--- config.mk ---
export PLATFORM = sky130hd
export DESIGN_NAME = cbr_eval
export DESIGN_NICKNAME = d
export VERILOG_FILES = /design/src/rtl/cbr_pkg.sv /design/src/rtl/cbr_target.sv /design/src/rtl/cbr_cond.sv /design/src/rtl/cbr_eval.sv
export SDC_FILE = /design/constraint.sdc
export NUM_CORES = 1
export LEC_CHECK = 0
export BUFFER_PORTS_ARGS = -buffer_cell sky130_fd_sc_hd__buf_2
export CORE_MARGIN = 8
export CORE_UTILIZATION = 30
export CTS_CLUSTER_DIAMETER = 40
export DETAILED_ROUTE_END_ITERATION = 12
export MAX_ROUTING_LAYER = met4
export PLACE_DENSITY = 0.6
export SYNTH_ARGS = -nofsm -noshare
export SYNTH_HDL_FRONTEND = slang
export SYNTH_SLANG_ARGS = --single-unit
--- constraint.sdc ---
create_clock -name clk -period 4.75 [get_ports clk]
set_input_delay 0.2375 -clock clk [delete_from_list [all_inputs] [get_ports clk]]
set_output_delay 0.2375 -clock clk [all_outputs]
set_load 0.02 [all_outputs]
--- src/rtl/cbr_pkg.sv ---
package cbr_pkg;
  typedef enum logic [2:0] {
    K_ACC_ZERO = 3'd0,
    K_ACC_NZ   = 3'd1,
    K_DEC_NZ   = 3'd2,
    K_CMP_ACC  = 3'd3,
    K_CMP_IMM  = 3'd4
  } kind_e;
endpackage

--- src/rtl/cbr_target.sv ---
module cbr_target #(
  parameter int AW = 16,
  parameter int DW = 8
) (
  input  logic [AW-1:0] next_pc,
  input  logic [DW-1:0] disp,
  output logic [AW-1:0] target
);
  localparam int EXT = AW - DW;

  function automatic logic [AW-1:0] rel_add(input logic [AW-1:0] pc, input logic [DW-1:0] d);
    logic [AW-1:0] sx;
    sx = {{EXT{d[DW-1]}}, d};
    return pc + sx;
  endfunction

  assign target = rel_add(next_pc, disp);
endmodule

--- src/rtl/cbr_cond.sv ---
module cbr_cond
  import cbr_pkg::*;
#(
  parameter int DW = 8
) (
  input  logic [2:0]    kind,
  input  logic [DW-1:0] acc,
  input  logic [DW-1:0] opnd,
  input  logic [DW-1:0] imm,
  input  logic          cy_in,
  output logic          taken,
  output logic [DW-1:0] newbyte,
  output logic          cy_out,
  output logic          is_cmp
);
  logic [DW-1:0] cmp_a, cmp_b, dec_val;
  logic          acc_zero;

  function automatic logic [DW-1:0] dec_byte(input logic [DW-1:0] v);
    return v - 1'b1;
  endfunction

  function automatic logic below(input logic [DW-1:0] a, input logic [DW-1:0] b);
    return a < b;
  endfunction

  assign acc_zero = (acc == '0);
  assign dec_val  = dec_byte(opnd);
  assign is_cmp   = (kind == K_CMP_ACC) || (kind == K_CMP_IMM);
  assign cmp_a    = (kind == K_CMP_ACC) ? acc  : opnd;
  assign cmp_b    = (kind == K_CMP_ACC) ? opnd : imm;

  always_comb begin
    taken   = 1'b0;
    newbyte = opnd;
    cy_out  = cy_in;
    case (kind)
      K_ACC_ZERO: taken = acc_zero;
      K_ACC_NZ:   taken = !acc_zero;
      K_DEC_NZ: begin
        newbyte = dec_val;
        taken   = (dec_val != '0);
      end
      K_CMP_ACC, K_CMP_IMM: begin
        taken  = (cmp_a != cmp_b);
        cy_out = below(cmp_a, cmp_b);
      end
      default: taken = 1'b0;
    endcase
  end
endmodule

--- src/rtl/cbr_eval.sv ---
module cbr_eval
  import cbr_pkg::*;
#(
  parameter int DW = 8,
  parameter int AW = 16
) (
  input  logic          clk,
  input  logic          rst_n,
  input  logic          in_vld,
  input  logic [2:0]    in_kind,
  input  logic [DW-1:0] in_acc,
  input  logic [DW-1:0] in_opnd,
  input  logic [DW-1:0] in_imm,
  input  logic [DW-1:0] in_disp,
  input  logic [AW-1:0] in_next_pc,
  input  logic          in_cy,
  output logic          out_vld,
  output logic          out_taken,
  output logic [AW-1:0] out_target,
  output logic [DW-1:0] out_newbyte,
  output logic          out_cy
);
  logic          c_taken, c_cy, c_cmp;
  logic [DW-1:0] c_newbyte;
  logic [AW-1:0] c_target;

  cbr_target #(.AW(AW), .DW(DW)) u_tgt (
    .next_pc(in_next_pc), .disp(in_disp), .target(c_target)
  );

  cbr_cond #(.DW(DW)) u_cond (
    .kind(in_kind), .acc(in_acc), .opnd(in_opnd), .imm(in_imm), .cy_in(in_cy),
    .taken(c_taken), .newbyte(c_newbyte), .cy_out(c_cy), .is_cmp(c_cmp)
  );

  always_ff @(posedge clk) begin
    if (!rst_n) begin
      out_vld     <= 1'b0;
      out_taken   <= 1'b0;
      out_target  <= '0;
      out_newbyte <= '0;
      out_cy      <= 1'b0;
    end else begin
      out_vld <= in_vld;
      if (in_vld) begin
        out_taken   <= c_taken;
        out_target  <= c_target;
        out_newbyte <= c_newbyte;
        out_cy      <= c_cy;
      end else begin
        out_taken <= 1'b0;
      end
    end
  end

  AST_VLD_FOLLOWS: assert property (@(posedge clk) disable iff (!rst_n)
    in_vld |=> out_vld) else $error("vld");
  AST_NO_SPURIOUS: assert property (@(posedge clk) disable iff (!rst_n)
    !in_vld |=> !out_vld) else $error("spurious");
  AST_TAKEN_QUAL: assert property (@(posedge clk) disable iff (!rst_n)
    out_taken |-> out_vld) else $error("taken");
  AST_CY_KEEP: assert property (@(posedge clk) disable iff (!rst_n)
    (in_vld && !c_cmp) |=> (out_cy == $past(in_cy))) else $error("cy");
  AST_DEC_ZERO: assert property (@(posedge clk) disable iff (!rst_n)
    (in_vld && in_kind == K_DEC_NZ && in_opnd == 8'h01) |=> !out_taken) else $error("dec");
  AST_CMP_EQ: assert property (@(posedge clk) disable iff (!rst_n)
    (in_vld && c_cmp && in_opnd == ((in_kind == K_CMP_ACC) ? in_acc : in_imm)) |=> (!out_taken && !out_cy)) else $error("cmp");
endmodule

==> out/qor.yml <==
outcome:
  outcome: "finished, final reports clean"
timing:
  finalMaxSlewViolations: 0
  finalSetupViolations: 0
  finalClockSkew_ns: 0
  timing.final.hold_violations: 0
  worst_slew_pin_slew_ns: 0.881
  final_period_minus_worst_setup_slack_ns: 2.51
  relSlewSlack_pct: 41.1
  fmaxAchievable_mhz: 399
  final_critical_path_setup_slack_ns: 2.24
  timing.setup.tns_ns: 0
  rsz0062_at_grt: "no"
  timing.final.crit_share_pct: 52.8
cells_and_area:
  area_growth_pct: 23.0
  nets: 421
  final_cell_mix: "sky130_fd_sc_hd__buf_2 (81), sky130_fd_sc_hd__dfxtp_1 (27), sky130_fd_sc_hd__nor2_1 (26)"
  antenna_cells_inserted: 0
  core_utilization_of_the_finished_layout_pct: 38.1
  n_fill_cell: 797
  design_area_mm2: 0.00278
  layout_cell_share_with_drive_strength_beyond_1_pct: 28.0
  layout.cells.most_common: "sky130_fd_sc_hd__buf_2"
detailed_routing:
  first_iter_violations: 47
  routed_wl_um: 6180
  number_of_optimization_iterations_in_the_first_detailed_route_pass: 5
  drt-wirelength-per-cell_um: 14.1
  post-route-drc-count: 0
  avgViaCountPerCell: 4.92
  drt.antenna.violating_nets: 0
  dr_total_vias: 2153
synth:
  yosysSeqAreaShare_pct: 23.9
  synth_mux_area_share_pct: 10.6
  ffs_latches_synth: 27
  mappedNetlistArea_mm2: 0.00226
  synth.avg_cell_area_um2: 8.44
  synth_area_leaders: "sky130_fd_sc_hd__dfxtp_1 (24%), sky130_fd_sc_hd__ha_1 (14%), sky130_fd_sc_hd__mux2i_1 (6.6%)"
  synth-compound-area-share_pct: 20.9
  synth-xor-area-share_pct: 9.68
  postSynthCellCount: 268
  synth_edf_count: 0
  syn-num-nets: 349
  synth-warning-count: 0
  synth.top_cell.area_share_pct: 23.9
  synth-simple-area-share_pct: 16.5
  yosysUniqueCellTypes: 45
  synth_area_leader_cell: "sky130_fd_sc_hd__dfxtp_1"
  async_set_or_reset_register_ratio_after_synthesis_pct: 0
  synth_fa_ha_area_share_pct: 14.7
  ys_dominant_reg_cell: "sky130_fd_sc_hd__dfxtp_1"
  synth_top_family_by_area: "compound AO/OA/AOI/OAI gates"
placed_design:
  number_of_buffers_inserted_by_port_buffering: 81
  detailed_place.area_mm2: 0.00274
  place_hpwl_um: 5040
  dp_worst_setup_slack_ns: 1.99
  gpl.final_weighted_congestion: 0.845
clocking:
  ctsResizeCount: 0
  clk_root_buffer_cell: "sky130_fd_sc_hd__clkbuf_8"
  clk_latency_ns: 0.26
  clk_transition_reported_paths_ns: 0.09
  clk_path_buf_depth: 2
  cts-hold-fix-buffers: 0
  cts-htree-levels: 1
  postCtsSetupBuffers: 0
  cts_buf_count: 3
  cts.sink_count: 27
  cts_tree: "yes"
setup_path:
  crit_path_end_kind: "flip-flop"
  crit_type: "in -> reg"
  worst-r2r-setup-slack_ns: 4.04
  worst-path-max-fanout: 19
  critical_path.reg2reg.endpoint: "out_newbyte[1]$_SDFFE_PN0P_"
  cp.arrival_ns: 2.67
  startpoint_of_the_worst_register_to_register_path: "out_newbyte[1]$_SDFFE_PN0P_"
  r2r_cells: 2
  setup.worst_path.start: "in_kind[2]"
  worstSetupStartpointType: "input pin"
  timing.critical_path.required_ns: 4.91
floorplan:
  die_area_mm2: 0.0106
  core_mm2: 0.00729
  start_util_pct: 31.0
  die_width_um: 103
  placementRows: 31
  number_of_ports_placed_on_the_die_boundary: 82
  die-height_um: 103
min_path:
  min-delay-path-class: "in -> reg"
  hold-path-endpoint: "out_cy$_SDFFE_PN0P_"
  min-delay-start: "in_cy"
  min_path_cells: 3
global_routing:
  grt_remaining_overflow: 0
  groute.usage.overall_pct: 12.3
  first_global_vias: 2267
  antenna_found_initial: 0
  grt_max_degree: 41
  wire_length_of_the_first_global_routing_pass_um: 10300
run:
  cap_violations: 0
pwr:
  power_mw: 0.646
  powerDensity_mw_per_mm2: 233
  cellLeakagePower_nw: 1.32
  worst_ir_drop_vdd_mv: 0.0937
-- where the power goes --
group,switching [mW],internal (mW)
Combinational,0.148,0.112
Sequential,0.00977,0.248
Clock,0.0692,0.0600
Total,0.227,0.419
-- synthesized netlist by cell type, types with 4 or more instances --
cell / number
sky130_fd_sc_hd__a211oi_1: 9
sky130_fd_sc_hd__a21o_1: 5
sky130_fd_sc_hd__a21oi_1: 22
sky130_fd_sc_hd__clkbuf_1: 10
sky130_fd_sc_hd__dfxtp_1: 27
sky130_fd_sc_hd__ha_1: 25
sky130_fd_sc_hd__inv_1: 6
sky130_fd_sc_hd__mux2_2: 8
sky130_fd_sc_hd__mux2i_1: 15
sky130_fd_sc_hd__nand2_1: 13
sky130_fd_sc_hd__nand3_1: 4
sky130_fd_sc_hd__nand3b_1: 5
sky130_fd_sc_hd__nor2_1: 26
sky130_fd_sc_hd__nor2b_1: 4
sky130_fd_sc_hd__o211ai_1: 4
sky130_fd_sc_hd__o21a_1: 4
sky130_fd_sc_hd__o21ai_0: 16
sky130_fd_sc_hd__xnor2_1: 13
sky130_fd_sc_hd__xor2_1: 12
-- metrics by stage --
step           std cells  hold WS, ns
2_1_floorplan        268        0.374
3_3_place_gp         434        0.466
3_5_place_dp         434        0.469
4_1_cts              438        0.222
5_1_grt              438        0.264
6_report             438        0.230
-- flip-flops by register name, indices dropped and copies added, names as in the netlist --
signal,flops
out_target,16
out_newbyte,8
out_cy,1
out_taken,1
out_vld,1
-- worst max-delay path, cell delays in order --
cell                       delay, ns
sky130_fd_sc_hd__buf_2          0.14
sky130_fd_sc_hd__nand3b_1       0.68
sky130_fd_sc_hd__mux2_2         0.52
sky130_fd_sc_hd__ha_1           0.30
sky130_fd_sc_hd__nand4_1        0.14
sky130_fd_sc_hd__nor2_1         0.13
sky130_fd_sc_hd__a21oi_1        0.07
sky130_fd_sc_hd__a32o_1         0.21
sky130_fd_sc_hd__o31a_1         0.23
-- routing by layer --
metal / vias up / track usage [%] / share of wire [%]
met5: - / - / 0
met4: 0 / 4.00 / 1.3
met3: 4 / 1.42 / 5.7
met2: 62 / 20.7 / 45
met1: 964 / 15.0 / 48
li1: 1123 / - / -
-- final cells by class --
class	count	area, um2	area share, %
inverters	7	26.3	0.945
clock buffers	4	45.0	1.62
flip-flops and latches	27	541	19.4
well taps	99	124	4.46
multi-input cells	220	1640	59.0
repair buffers	81	405	14.6
-- cell families after synthesis --
| logic type | Yosys count |
|---|---|
| flops | 27 |
| fa+ha+maj | 26 |
| xor+xnor | 25 |
| simple gates | 72 |
| mux | 23 |
| buf+inv | 21 |
| compound gates | 74 |
-- worst max-delay path by stage --
| stage | cells past startpoint | endpoint | slack (ns) |
|---|---|---|---|
| after floorplan | 10 | out_taken$_SDFF_PN0_ | 2.60 |
| after global placement | 9 | out_taken$_SDFF_PN0_ | 2.00 |
| after detailed placement | 9 | out_taken$_SDFF_PN0_ | 1.99 |
| after CTS | 9 | out_taken$_SDFF_PN0_ | 2.27 |
| after global routing | 10 | out_cy$_SDFFE_PN0P_ | 2.14 |
| final | 9 | out_taken$_SDFF_PN0_ | 2.24 |
(Power assumes the default switching activity.)
